## src/rtl/bpx_pkg.sv

```systemverilog
package bpx_pkg;
  localparam int unsigned WORD_W = 16;
  localparam int unsigned BYTE_W = WORD_W / 2;
  localparam int unsigned SLOT_W = $clog2(WORD_W);
  localparam int unsigned CNT_W  = $clog2(WORD_W + 1);

  typedef logic [WORD_W-1:0] word_t;
  typedef logic [BYTE_W-1:0] byte_t;

  // earlier byte is the low half
  function automatic word_t join_bytes(input byte_t first_b, input byte_t second_b);
    return {second_b, first_b};
  endfunction

  // sample s is carried in word bit (WORD_W-1-s): MSB is the earliest
  function automatic int unsigned bit_for_sample(input int unsigned s);
    return WORD_W - 1 - s;
  endfunction

  function automatic logic count_ok(input word_t v);
    return (v != '0) && (v <= word_t'(WORD_W));
  endfunction
endpackage

```

## src/rtl/bpx_byte_pair.sv

```systemverilog
module bpx_byte_pair
  import bpx_pkg::*;
(
  input  logic  clk,
  input  logic  rst_n,
  input  logic  take,
  input  logic  sop,
  input  logic  eop,
  input  byte_t din,
  output logic  word_stb,
  output word_t word,
  output logic  odd_err
);
  logic  phase_q;
  byte_t lo_q;
  logic  start_low;

  assign start_low = sop || !phase_q;

  always_ff @(posedge clk) begin
    if (!rst_n) begin
      phase_q <= 1'b0;
      lo_q    <= '0;
      odd_err <= 1'b0;
    end else begin
      odd_err <= 1'b0;
      if (take) begin
        if (start_low) begin
          lo_q    <= din;
          phase_q <= !eop;
          odd_err <= eop;
        end else begin
          phase_q <= 1'b0;
        end
      end
    end
  end

  assign word_stb = take && !start_low;
  assign word     = join_bytes(lo_q, din);


  odd_src_chk: assert property (@(posedge clk) disable iff (!rst_n)
    odd_err |-> $past(take && eop));
endmodule

```

## src/rtl/bpx_cfg.sv

```systemverilog
module bpx_cfg
  import bpx_pkg::*;
(
  input  logic              clk,
  input  logic              rst_n,
  input  logic              we,
  input  logic              is_count,
  input  logic [SLOT_W-1:0] slot_sel,
  input  word_t             data,
  input  logic              idle,
  input  logic [SLOT_W-1:0] rd_slot,
  output word_t             rd_mask,
  output logic [CNT_W-1:0]  count
);
  logic [WORD_W-1:0][WORD_W-1:0] mask_q;
  logic [CNT_W-1:0]              count_q;

  always_ff @(posedge clk) begin
    if (!rst_n) begin
      for (int k = 0; k < WORD_W; k++) mask_q[k] <= word_t'(1) << k;
      count_q <= CNT_W'(WORD_W);
    end else if (we && idle) begin
      if (is_count) begin
        if (count_ok(data)) count_q <= CNT_W'(data);
      end else begin
        mask_q[slot_sel] <= data;
      end
    end
  end

  assign rd_mask = mask_q[rd_slot];
  assign count   = count_q;


  count_range_chk: assert property (@(posedge clk) disable iff (!rst_n)
    (count_q != '0) && (count_q <= CNT_W'(WORD_W)));


  busy_hold_chk: assert property (@(posedge clk) disable iff (!rst_n)
    !idle |=> ($stable(count_q) && $stable(mask_q)));
endmodule

```

## src/rtl/bpx_accum.sv

```systemverilog
module bpx_accum
  import bpx_pkg::*;
(
  input  logic              clk,
  input  logic              rst_n,
  input  logic              word_stb,
  input  word_t             word,
  input  word_t             mask,
  input  logic [CNT_W-1:0]  count,
  input  logic              out_ready,
  output logic [SLOT_W-1:0] slot,
  output logic              out_valid,
  output word_t             out_word,
  output logic              in_ready,
  output logic              idle
);
  logic [SLOT_W-1:0] slot_q;
  logic [SLOT_W-1:0] idx_q;
  logic              draining_q;
  logic              last_slot;
  logic              pop;
  logic              last_pop;
  word_t             acc [WORD_W];

  assign last_slot = (CNT_W'(slot_q) == (count - CNT_W'(1)));
  assign pop       = draining_q && out_ready;
  assign last_pop  = pop && (idx_q == SLOT_W'(WORD_W - 1));

  always_ff @(posedge clk) begin
    if (!rst_n) begin
      slot_q     <= '0;
      idx_q      <= '0;
      draining_q <= 1'b0;
    end else begin
      if (word_stb) begin
        slot_q <= last_slot ? '0 : slot_q + SLOT_W'(1);
        if (last_slot) draining_q <= 1'b1;
      end else if (last_pop) begin
        draining_q <= 1'b0;
      end
      if (last_pop)      idx_q <= '0;
      else if (pop)      idx_q <= idx_q + SLOT_W'(1);
    end
  end

  for (genvar g = 0; g < WORD_W; g++) begin : g_lane
    localparam int unsigned BITPOS = bit_for_sample(g);
    word_t lane_q;
    always_ff @(posedge clk) begin
      if (!rst_n)                                  lane_q <= '0;
      else if (word_stb && word[BITPOS])           lane_q <= lane_q | mask;
      else if (pop && (idx_q == SLOT_W'(g)))       lane_q <= '0;
    end
    assign acc[g] = lane_q;
  end

  assign slot      = slot_q;
  assign out_valid = draining_q;
  assign out_word  = acc[idx_q];
  assign in_ready  = !draining_q;
  assign idle      = !draining_q && (slot_q == '0);


  hold_chk: assert property (@(posedge clk) disable iff (!rst_n)
    (out_valid && !out_ready) |=> (out_valid && $stable(out_word)));


  no_take_in_burst_chk: assert property (@(posedge clk) disable iff (!rst_n)
    word_stb |-> !out_valid);


  wrap_chk: assert property (@(posedge clk) disable iff (!rst_n)
    (word_stb && last_slot) |=> (out_valid && (slot_q == '0)));


  burst_end_chk: assert property (@(posedge clk) disable iff (!rst_n)
    last_pop |=> !out_valid);


  slot_range_chk: assert property (@(posedge clk) disable iff (!rst_n)
    CNT_W'(slot_q) < count);
endmodule

```

## src/rtl/bitplane_xpose.sv

```systemverilog
module bitplane_xpose
  import bpx_pkg::*;
(
  input  logic              clk,
  input  logic              rst_n,
  input  logic              in_valid,
  output logic              in_ready,
  input  logic [BYTE_W-1:0] in_byte,
  input  logic              in_sop,
  input  logic              in_eop,
  output logic              out_valid,
  input  logic              out_ready,
  output logic [WORD_W-1:0] out_word,
  output logic              odd_err,
  input  logic              cfg_we,
  input  logic              cfg_is_count,
  input  logic [SLOT_W-1:0] cfg_slot,
  input  logic [WORD_W-1:0] cfg_data
);
  logic              take;
  logic              word_stb;
  word_t             word;
  word_t             cur_mask;
  logic [CNT_W-1:0]  count;
  logic [SLOT_W-1:0] slot;
  logic              idle;

  assign take = in_valid && in_ready;

  bpx_byte_pair u_pair (
    .clk(clk), .rst_n(rst_n), .take(take), .sop(in_sop), .eop(in_eop),
    .din(in_byte), .word_stb(word_stb), .word(word), .odd_err(odd_err)
  );

  bpx_cfg u_cfg (
    .clk(clk), .rst_n(rst_n), .we(cfg_we), .is_count(cfg_is_count),
    .slot_sel(cfg_slot), .data(cfg_data), .idle(idle), .rd_slot(slot),
    .rd_mask(cur_mask), .count(count)
  );

  bpx_accum u_acc (
    .clk(clk), .rst_n(rst_n), .word_stb(word_stb), .word(word), .mask(cur_mask),
    .count(count), .out_ready(out_ready), .slot(slot), .out_valid(out_valid),
    .out_word(out_word), .in_ready(in_ready), .idle(idle)
  );
endmodule

```

## config.mk

```make
export PLATFORM = sky130hd
export DESIGN_NAME = bitplane_xpose
export DESIGN_NICKNAME = d
export VERILOG_FILES = /design/src/rtl/bpx_pkg.sv /design/src/rtl/bpx_byte_pair.sv /design/src/rtl/bpx_cfg.sv /design/src/rtl/bpx_accum.sv /design/src/rtl/bitplane_xpose.sv
export SDC_FILE = /design/constraint.sdc
export NUM_CORES = 1
export LEC_CHECK = 0
export BUFFER_PORTS_ARGS = -buffer_cell sky130_fd_sc_hd__buf_2
export CAP_MARGIN = 40
export CORE_MARGIN = 1.5
export CORE_UTILIZATION = 30
export DETAILED_ROUTE_END_ITERATION = 6
export SKIP_LAST_GASP = 1
export SYNTH_ARGS = -nofsm -noshare
export SYNTH_HDL_FRONTEND = slang
export SYNTH_SLANG_ARGS = --single-unit
```

## constraint.sdc

```tcl
create_clock -name clk -period 9.5 [get_ports clk]
set_clock_uncertainty 0.05 [all_clocks]
set_input_delay 2.85 -clock clk [delete_from_list [all_inputs] [get_ports clk]]
set_output_delay 2.85 -clock clk [all_outputs]
set_load 0.1 [all_outputs]
```

-- Word-level counts from Yosys, hierarchy flattened
Index checks and enable logic that the tools add are counted.
- add/sub/neg operators: 3
- order comparisons: 5
- equality and inequality tests: 17
- multiplexer cells: 45
- bitwise logic cells: 19
- reduce and logical (&&, ||, !) cells: 70
- operators with widths (cell ; count):
    $mux 16 ; 36
    $bwmux 256 ; 1
    $or 16x16->16 ; 16
    $bmux 16 s4 ; 2
    $demux 16 s4 ; 1
    $logic_and 1x1->1 ; 39
    $reduce_bool 2->1 ; 17
    $eq 4x4->1 const B ; 8
    $eq 4x3->1 const B ; 4
    $le 16x5->1 const B ; 1
    $reduce_bool 16->1 ; 1
    $lt 4x5->1 const B ; 2
    $add 4x1->4 const B ; 2
    $eq 4x2->1 const B ; 2
    $logic_not 4->1 ; 2
    $reduce_and 2->1 ; 3
    $reduce_and 3->1 ; 2
    $eq 4x5->1 ; 1
    $ge 5x5->1 const B ; 1
    $not 4->5 ; 1
    $sub 5x1->5 const B ; 1
    $eq 4x1->1 const B ; 1
    $ge 4x1->1 const B ; 1
    $logic_not 1->1 ; 4
    6 further kinds ; 10
- register bits after elaboration: 536
- bits of input ports: 36
- output and inout port bits: 19
- logic and storage cells: 198

-- Longest topological paths before layout
Gate-level depths: netlist (run 1).
- word-level depth: 6
- mapped depth: 13
- mapped depth without buffers: 7

-- Cells and area by module
Synthesis (run 1) repeated with hierarchy kept, for this count alone.
- cells, all modules: 2356
- area, all modules: 23695.2 um^2
- by module, submodules not included (module ; instances ; cells each ; area an instance (um^2) ; sequential area each (um^2)):
    bpx_accum ; 1 ; 1096 ; 12007.8 ; 5305.1
    bpx_cfg ; 1 ; 1207 ; 11200.7 ; 5225.0
    bpx_byte_pair ; 1 ; 52 ; 480.5 ; 200.2
    bitplane_xpose ; 1 ; 1 ; 6.3 ; 0.0

-- Worst setup path before layout (run 1)
Ideal clock, no wire load.
- path type: flip-flop to output port
- start: reg u_acc.idx_q[0]
- end: out out_word[0]
- arrival time: 2.602 ns
- data required time: 6.600 ns
- path slack: 3.998 ns
- cell stages (with the launch flop): 6
- buffers on the path: 3
- cell sequence: dfxtp_1 -> clkbuf_1 -> buf_2 -> buf_1 -> mux4_2 -> mux4_2
- word-level cells in the longest chain between the ends: 4
- ends and longest elaborated chain (item ; RTL line ; source):
    start: declaration ; bpx_accum.sv:18 ; logic [SLOT_W-1:0] idx_q;
    start signal: assignment ; bpx_accum.sv:42 ; else if (pop) idx_q <= idx_q + SLOT_W'(1);
    $not 4->5 (not written as such) ; bpx_accum.sv:59 ; assign out_word = acc[idx_q];
    $bmux 16 s4 ; bpx_accum.sv:59 ;
    $mux 16 (not written as such) (2 in a row) ; bpx_accum.sv:59 ;
    end: declaration ; bitplane_xpose.sv:13 ; output logic [WORD_W-1:0] out_word,
Every way passes these cells. The select of a mux whose other input is x is not followed.

-- Final worst setup path (run 1)
- start: reg u_acc.idx_q[0]
- end: out out_word[15]
Same word-level chain as after synthesis.

==> results.yml, run 1 <==
status:
  outcome: "finished, final reports clean"
cts:
  root_buffer: "clkbuf_16"
  cts_hold_buf: 0
  htree_levels: 2
  clk_latency_ps: 590
  clock-sinks: 536
  cts_buffer_depth: 3
  clk_pin_slew_ps: 70
  cts_buffers: 52
  cts_setup_buffers: 0
  cts_tree: "yes"
  cts-resized-gates: 0
route:
  first_iter_violations: 1792
  via_per_inst: 5.68
  dr.pass1.iters: 5
  num_vias: 18900
  wl_per_cell_um: 21.8
  totalWireLength_mm: 72.6
  ant_nets: 0
  post-route-drc-count: 0
synth:
  syn_inst: 2321
  yosysTopAreaCell: "dfxtp_1"
  synth_flop_cell: "dfxtp_1"
  async_reset_ff_frac: 0
  synth_common_cells: "dfxtp_1, nand2_1, o221ai_1"
  synth_top_cell_area_share: 0.463
  ys_seq_area_frac: 0.463
  synth.net_count: 2364
  syn-cell-area_um2: 23200
  yosysUniqueCellTypes: 45
  synth-edff-count: 0
  ys_warn_count: 0
  ys_ff_latch: 536
  synth.most_common_cell: "dfxtp_1"
  synth.avg_cell_area_um2: 9.98
  netlist_top_cells_area: "dfxtp_1, mux4_2, o221ai_1"
final_layout:
  nFillCells: 7560
  stdcell_area_um2: 26300
  final_nets: 2301
  layout-drive-gt1-share: 0.163
  area_growth_pct: 13.3
  layoutNonFillerInstCount: 3328
critical_path:
  worstPathRequired_ps: 6600
  critPathKind: "reg -> out"
  slowest_delay_ps: 600
  path_buf_inv: 3
  reg2reg_from: "u_acc.slot[1]"
  path_cells: "buf_4 > buf_16 > mux4_2 > mux4_2 > buf_2"
  critPathLaunch: "u_acc.idx_q[0]"
  critPathTopFamily: "buffers and inverters"
  slowest_stage: "mux4_2"
  cp_common_cell: "mux4_2"
  crit_path_max_fanout: 32
  cp-end-kind: "output port"
  arrival_ps: 3510
  critPathLaunchType: "register"
grt:
  grt_pass1_wl_mm: 112
  grt_usage: 0.180
  overflow: 0
  antenna_found_initial: 2
  grt_pass1_vias: 18900
  grt_max_degree: 162
floorplan:
  start_util: 0.304
  core_um2: 76200
  die_y_um: 281
  dieArea_um2: 78900
  floorplan.die.width_um: 281
  rows: 101
  ios: 55
placement:
  numPortBuffers: 54
  hpwl_mm: 46.3
  placed_cell_area_um2: 24500
  place_inst: 3234
  gp_congestion: 0.835
flow_run:
  cap_violations: 0
timing:
  hold_viol_final: 0
  worstMarginPinSlew_ps: 1000
  max_freq_ghz: 0.156
  rsz0062_at_grt: "no"
  setup_viol: 0
  slew_headroom: 0.330
  setup_tns_ps: 0
  slew_viol_final: 0
  min_period_over_period: 0.675
  fin_crit_ps: 6410
hold_path:
  min-delay-start: "u_cfg.mask_q[55]"
  min_path_type: "reg -> reg"
pwr:
  power_density_nw_per_um2: 174
  fin_total_pwr_uw: 4560
  power.leakage_uw: 0.00908
  max-vdd-ir-drop_mv: 0.126
-- area by class of cell --
class                           instances  area [µm²]  area share
Antenna cell                            1        2.50   0.0000953
Clock buffer                           83        1630      0.0620
Clock inverter                         10         130     0.00496
Inverter                               11        48.8     0.00186
Multi-Input combinational cell       1527       11400       0.433
Sequential cell                       536       10700       0.409
Tap cell                             1030        1290      0.0491
Timing Repair Buffer                  130        1040      0.0396
-- stage by stage --
step | setup WS [ps] | hold slack [ps] | utilization
2_1_floorplan | 4000 | 377 | -
3_3_place_gp | 3370 | 386 | 0.317
3_5_place_dp | 3650 | 392 | 0.321
4_1_cts | 3030 | 405 | 0.344
5_1_grt | 2920 | 422 | 0.344
6_report | 3090 | 405 | 0.344
-- per-layer routing --
metal / vias up / global-route usage / share of wire
li1: 8438 / - / -
met1: 9474 / 0.232 / 0.42
met2: 813 / 0.309 / 0.49
met3: 160 / 0.0278 / 0.069
met4: 2 / 0.0556 / 0.026
met5: - / 0 / 0.00017
-- sequential cells by signal, indices dropped and copies added (netlist names), 4 cells and up --
| name | count |
|---|---|
| u_acc.g_lane.lane_q | 256 |
| u_acc.idx_q | 4 |
| u_acc.slot | 4 |
| u_cfg.count | 5 |
| u_cfg.mask_q | 256 |
| u_pair.lo_q | 8 |
-- kinds of logic (layout without fill, tap and decap cells) --
family | Yosys count | in the layout | synth area share
XOR/XNOR | 12 | 12 | 0.00454
AND/OR/NAND/NOR | 647 | 647 | 0.112
buffers and inverters | 258 | 234 | 0.0465
multiplexers | 286 | 286 | 0.201
adder cells (fa/ha/maj) | 7 | 7 | 0.00378
AO/OA/AOI/OAI | 575 | 575 | 0.169
flip-flops | 536 | 536 | 0.463
other | 0 | 1 | 0
-- tightest hold or removal path, delay by kind of cell, from the launching register on --
kind            cells  cell delay [ps]
compound gates      1               50
flops               1              310
simple gates        1               50
-- report_power, final --
part	internal, µW	switching [µW]
Sequential	2260	8.66
Combinational	40.9	127
Clock	1230	902
Total	3530	1040
-- worst paths after layout --
path,end,slack [ps],cells after the start
min,u_cfg.mask_q[55],400,2
max reg2reg,u_cfg.mask_q[10],5940,9
min reg2reg,u_cfg.mask_q[55],400,2
max,out_word[15],3090,5
-- cell usage in the layout, fill, tap and decap left out, types with 2 or more instances in the layout --
cell type,n
clkbuf_16,52
buf_16,5
o21ai_0,145
xor2_1,5
nor4_2,2
a21oi_1,151
buf_4,57
dfxtp_1,532
nand3b_1,2
buf_6,3
a211oi_1,2
nand2_1,467
o21a_1,12
clkinv_2,5
nand4_1,2
nor2_1,118
nand2b_1,9
mux2i_1,142
o221ai_1,256
ha_1,7
bufinv_16,2
clkbuf_8,21
inv_1,9
xnor2_1,7
buf_2,55
nand3_1,29
mux4_2,144
o31a_1,4
clkbuf_1,10
buf_8,7
dfxtp_4,3
and3_1,3
buf_12,3
nor4_1,3
or4_2,2
No activity file was read; power rests on OpenSTA's default activity.
==> inputs of run 2 (changes only) <==
==> constraint.sdc (replaced) <==
create_clock -name clk -period 5.3 [get_ports clk]
set_clock_uncertainty 0.05 [all_clocks]
set_input_delay 1.59 -clock clk [delete_from_list [all_inputs] [get_ports clk]]
set_output_delay 1.59 -clock clk [all_outputs]
set_load 0.1 [all_outputs]
==> results.yml, run 2 (same netlist as run 1, synthesis figures left out) <==
route:
  ant_nets: 0
  wl_per_cell_um: 21.5
  dr.pass1.iters: 5
  post-route-drc-count: 0
  via_per_inst: 5.63
  totalWireLength_mm: 71.7
  num_vias: 18800
  first_iter_violations: 1929
critical_path:
  slowest_stage: "dfxtp_4"
  critPathKind: "reg -> out"
  reg2reg_depth: 6
  slowest_delay_ps: 810
  worst-path-stages: 4
  cp-end-kind: "output port"
  cp_common_cell: "mux4_2"
  critPathLaunchType: "register"
  worstPathRequired_ps: 3660
  arrival_ps: 3140
  path_buf_inv: 2
  crit_path_max_fanout: 32
  path_cells: "buf_4 > mux4_2 > mux4_2 > buf_2"
  critPathTopFamily: "multiplexers"
final_layout:
  final_common_cell: "dfxtp_1"
  layout_common_cells: "dfxtp_1, nand2_1, o221ai_1"
  top_regs: "u_acc.g_lane.lane_q (256), u_cfg.mask_q (256), u_pair.lo_q (8)"
  area_growth_pct: 13.4
  stdcell_area_um2: 26300
  layout-drive-gt1-share: 0.164
  diodes: 0
  nFillCells: 7528
  final_nets: 2307
timing:
  fin_crit_ps: 4780
  hold_slack_ps: 410
  hold_viol_final: 0
  worstMarginPinSlew_ps: 1010
  slew_viol_final: 0
  min_period_over_period: 0.902
  slew_headroom: 0.324
  max_freq_ghz: 0.209
  setup_tns_ps: 0
  setup_viol: 0
  rsz0062_at_grt: "no"
floorplan:
  start_util: 0.304
  dieArea_um2: 78900
  core_um2: 76200
  floorplan.die.width_um: 281
  rows: 101
  ios: 55
  die_y_um: 281
placement:
  gp_congestion: 0.818
  hpwl_mm: 46.6
  placed_cell_area_um2: 24400
  numPortBuffers: 54
hold_path:
  min_path_type: "reg -> reg"
  min_path_cells: 2
grt:
  grt_pass1_vias: 18800
  grt_max_degree: 112
  overflow: 0
  grt_usage: 0.179
  grt_pass1_wl_mm: 112
  antenna_found_initial: 1
status:
  outcome: "finished, final reports clean"
pwr:
  power.leakage_uw: 0.00909
  power_density_nw_per_um2: 315
  max-vdd-ir-drop_mv: 0.231
  fin_total_pwr_uw: 8290
cts:
  cts_hold_buf: 0
  cts-resized-gates: 0
  cts_buffers: 52
  root_buffer: "clkbuf_16"
  cts_setup_buffers: 0
  cts_tree: "yes"
  clk_pin_slew_ps: 70
  cts_buffer_depth: 3
  clock-sinks: 536
  clk_latency_ps: 600
  htree_levels: 2
flow_run:
  cap_violations: 0
-- run 2: changes by cell type in the layout (fill, tap and decap cells not counted), sizes merged --
cell / delta
diode: -1
clkinvlp: +1
bufinv: +2
buf: +6
clkbuf: -1
clkinv: -1
-- run 2: through the flow --
step | worst slack (ps) | std cells | utilization
2_1_floorplan | 1060 | 2321 | -
3_3_place_gp | 660 | 3229 | 0.319
3_5_place_dp | 850 | 3239 | 0.321
4_1_cts | 469 | 3333 | 0.344
5_1_grt | 424 | 3334 | 0.345
6_report | 520 | 3334 | 0.345
-- run 2: path summary, 6_finish.rpt --
check / startpoint / end / slack (ps)
setup / recovery: u_acc.idx_q[0] / out_word[7] / 520
hold / removal: u_cfg.mask_q[48] / u_cfg.mask_q[48] / 410
hold reg to reg: u_cfg.mask_q[48] / u_cfg.mask_q[48] / 410
setup reg to reg: u_acc.out_valid / u_cfg.mask_q[18] / 2000
-- run 2: tightest hold or removal path: cells and delay by family (launching register included) --
kind            cells  cell delay (ps)
flops               1              310
compound gates      1               50
simple gates        1               50
-- run 2: where the power goes --
group          internal (µW)  switching, µW
logic                   72.7            226
clock network           2290           1630
registers               4050           16.3
-- run 2: layout make-up --
class	count	area (µm²)	area share
inverters	11	48.8	0.00186
multi-input cells	1527	11400	0.433
clock inverters	12	174	0.00662
well taps	1030	1290	0.0491
clock buffers	82	1630	0.0619
repair buffers	136	1010	0.0386
flip-flops and latches	536	10700	0.409
-- run 2: layer usage --
layer	wire (µm)	GRT usage	share of wire	up-vias
met5	8	0	0.00011	-
met4	1830	0.0622	0.026	2
met3	5000	0.0283	0.070	128
met2	34800	0.303	0.49	764
met1	30000	0.230	0.42	9454
li1	-	-	-	8432
==> inputs of run 3 (changes only) <==
==> constraint.sdc (replaced) <==
create_clock -name clk -period 5.3 [get_ports clk]
set_clock_uncertainty 0.05 [all_clocks]
set_input_delay 1.59 -clock clk [delete_from_list [all_inputs] [get_ports clk]]
set_output_delay 1.59 -clock clk [all_outputs]
set_load 0.01 [all_outputs]
==> results.yml, run 3 (same netlist as run 1, synthesis figures left out) <==
grt:
  overflow: 0
  grt_max_degree: 135
  grt_pass1_wl_mm: 112
  grt_pass1_vias: 18900
  grt_usage: 0.179
  antenna_found_initial: 4
placement:
  place_inst: 3238
  hpwl_mm: 46.5
  gp_congestion: 0.837
  numPortBuffers: 54
cts:
  root_buffer: "clkbuf_16"
  clock-sinks: 536
  clk_latency_ps: 590
  cts_setup_buffers: 0
  cts_tree: "yes"
  cts_buffer_depth: 3
  cts_buffers: 53
  htree_levels: 2
  clk_pin_slew_ps: 60
  cts-resized-gates: 0
  cts_hold_buf: 0
timing:
  fin_crit_ps: 4560
  min_period_over_period: 0.861
  slew_headroom: 0.362
  slew_viol_final: 0
  worstMarginPinSlew_ps: 955
  hold_viol_final: 0
  setup_viol: 0
  max_freq_ghz: 0.219
  setup_tns_ps: 0
  rsz0062_at_grt: "no"
critical_path:
  critPathLaunchType: "register"
  worstPathRequired_ps: 3660
  crit_path_max_fanout: 29
  cp-end-kind: "output port"
  critPathKind: "reg -> out"
  arrival_ps: 2920
final_layout:
  layout_common_cells: "dfxtp_1, nand2_1, o221ai_1"
  layout-drive-gt1-share: 0.167
  final_common_cell: "dfxtp_1"
  area_growth_pct: 13.6
  nFillCells: 7520
  multi_input_area_um2: 11400
  final_nets: 2306
  layoutNonFillerInstCount: 3338
  final-seq-area_um2: 10700
  top_regs: "u_acc.g_lane.lane_q (256), u_cfg.mask_q (256), u_pair.lo_q (8)"
pwr:
  seq_power_share: 0.483
  combPwrFrac: 0.036
  p_int_uw: 6500
  max-vdd-ir-drop_mv: 0.223
  power_density_nw_per_um2: 320
  clock_power_share: 0.481
  p_sw_frac: 0.227
  power.leakage_uw: 0.00911
  p_switching_uw: 1910
route:
  totalWireLength_mm: 72.1
  wl_per_cell_um: 21.6
  via_per_inst: 5.68
  ant_nets: 0
  num_vias: 19000
  post-route-drc-count: 0
  first_iter_violations: 2022
  dr.pass1.iters: 6
floorplan:
  dieArea_um2: 78900
  ios: 55
  die_y_um: 281
  rows: 101
  start_util: 0.304
  floorplan.die.width_um: 281
  core_um2: 76200
flow_run:
  cap_violations: 0
status:
  outcome: "finished, final reports clean"
hold_path:
  min_path_type: "reg -> reg"
[run 3: cell types whose count changed in the layout (fill, tap and decap cells not counted), sizes merged]
cell | before | now
clkinv | 5 | 14
buf | 136 | 134
diode | 0 | 1
inv | 13 | 12
bufinv | 4 | 7
clkinvlp | 1 | 2
clkbuf | 82 | 75
[run 3: metal layers]
layer	wire length [µm]	GRT usage	up-vias
met5	0	0	-
met4	1770	0.0545	0
met3	5280	0.0276	155
met2	34600	0.302	870
met1	30500	0.235	9487
li1	-	-	8443
[run 3: power by group through the flow]
stage	clock network (µW)	registers, µW	logic (µW)
after CTS	4090	4060	295
after floorplan	0	4150	190
final	4050	4060	299
after global routing	4260	4060	317
after detailed placement	0	4150	294
after global placement	0	4150	284
[run 3: layout make-up]
type,instances,share of cell area
sequential,536,0.408
tap,1030,0.0490
clock buffer,75,0.0589
multi-input combinational,1527,0.432
inverter,11,0.00186
clock inverter,24,0.0126
antenna,1,0.0000951
timing repair buffer,134,0.0370
[run 3: stage by stage]
stage	hold WS, ps	power [µW]	area, µm²	worst slack (ps)	utilization
2_1_floorplan	377	4340	23200	1300	-
3_3_place_gp	386	4440	24300	720	0.319
3_5_place_dp	393	4450	24400	887	0.320
4_1_cts	406	8440	26300	685	0.345
5_1_grt	421	8640	26300	616	0.345
6_report	403	8410	26300	738	0.345
[run 3: worst max-delay path: stages, from the launching register on]
cell and delay, ps:
dfxtp_4 730, buf_12 310, mux4_2 590, mux4_2 510, buf_2 160
[run 3: final timing paths]
kind,startpoint,endpoint,slack (ps),cells past startpoint
setup / recovery,u_acc.idx_q[0],out_word[7],740,4
hold / removal,u_cfg.mask_q[55],u_cfg.mask_q[55],400,2
setup reg to reg,u_acc.slot[2],u_cfg.mask_q[202],1710,7
hold reg to reg,u_cfg.mask_q[55],u_cfg.mask_q[55],400,2
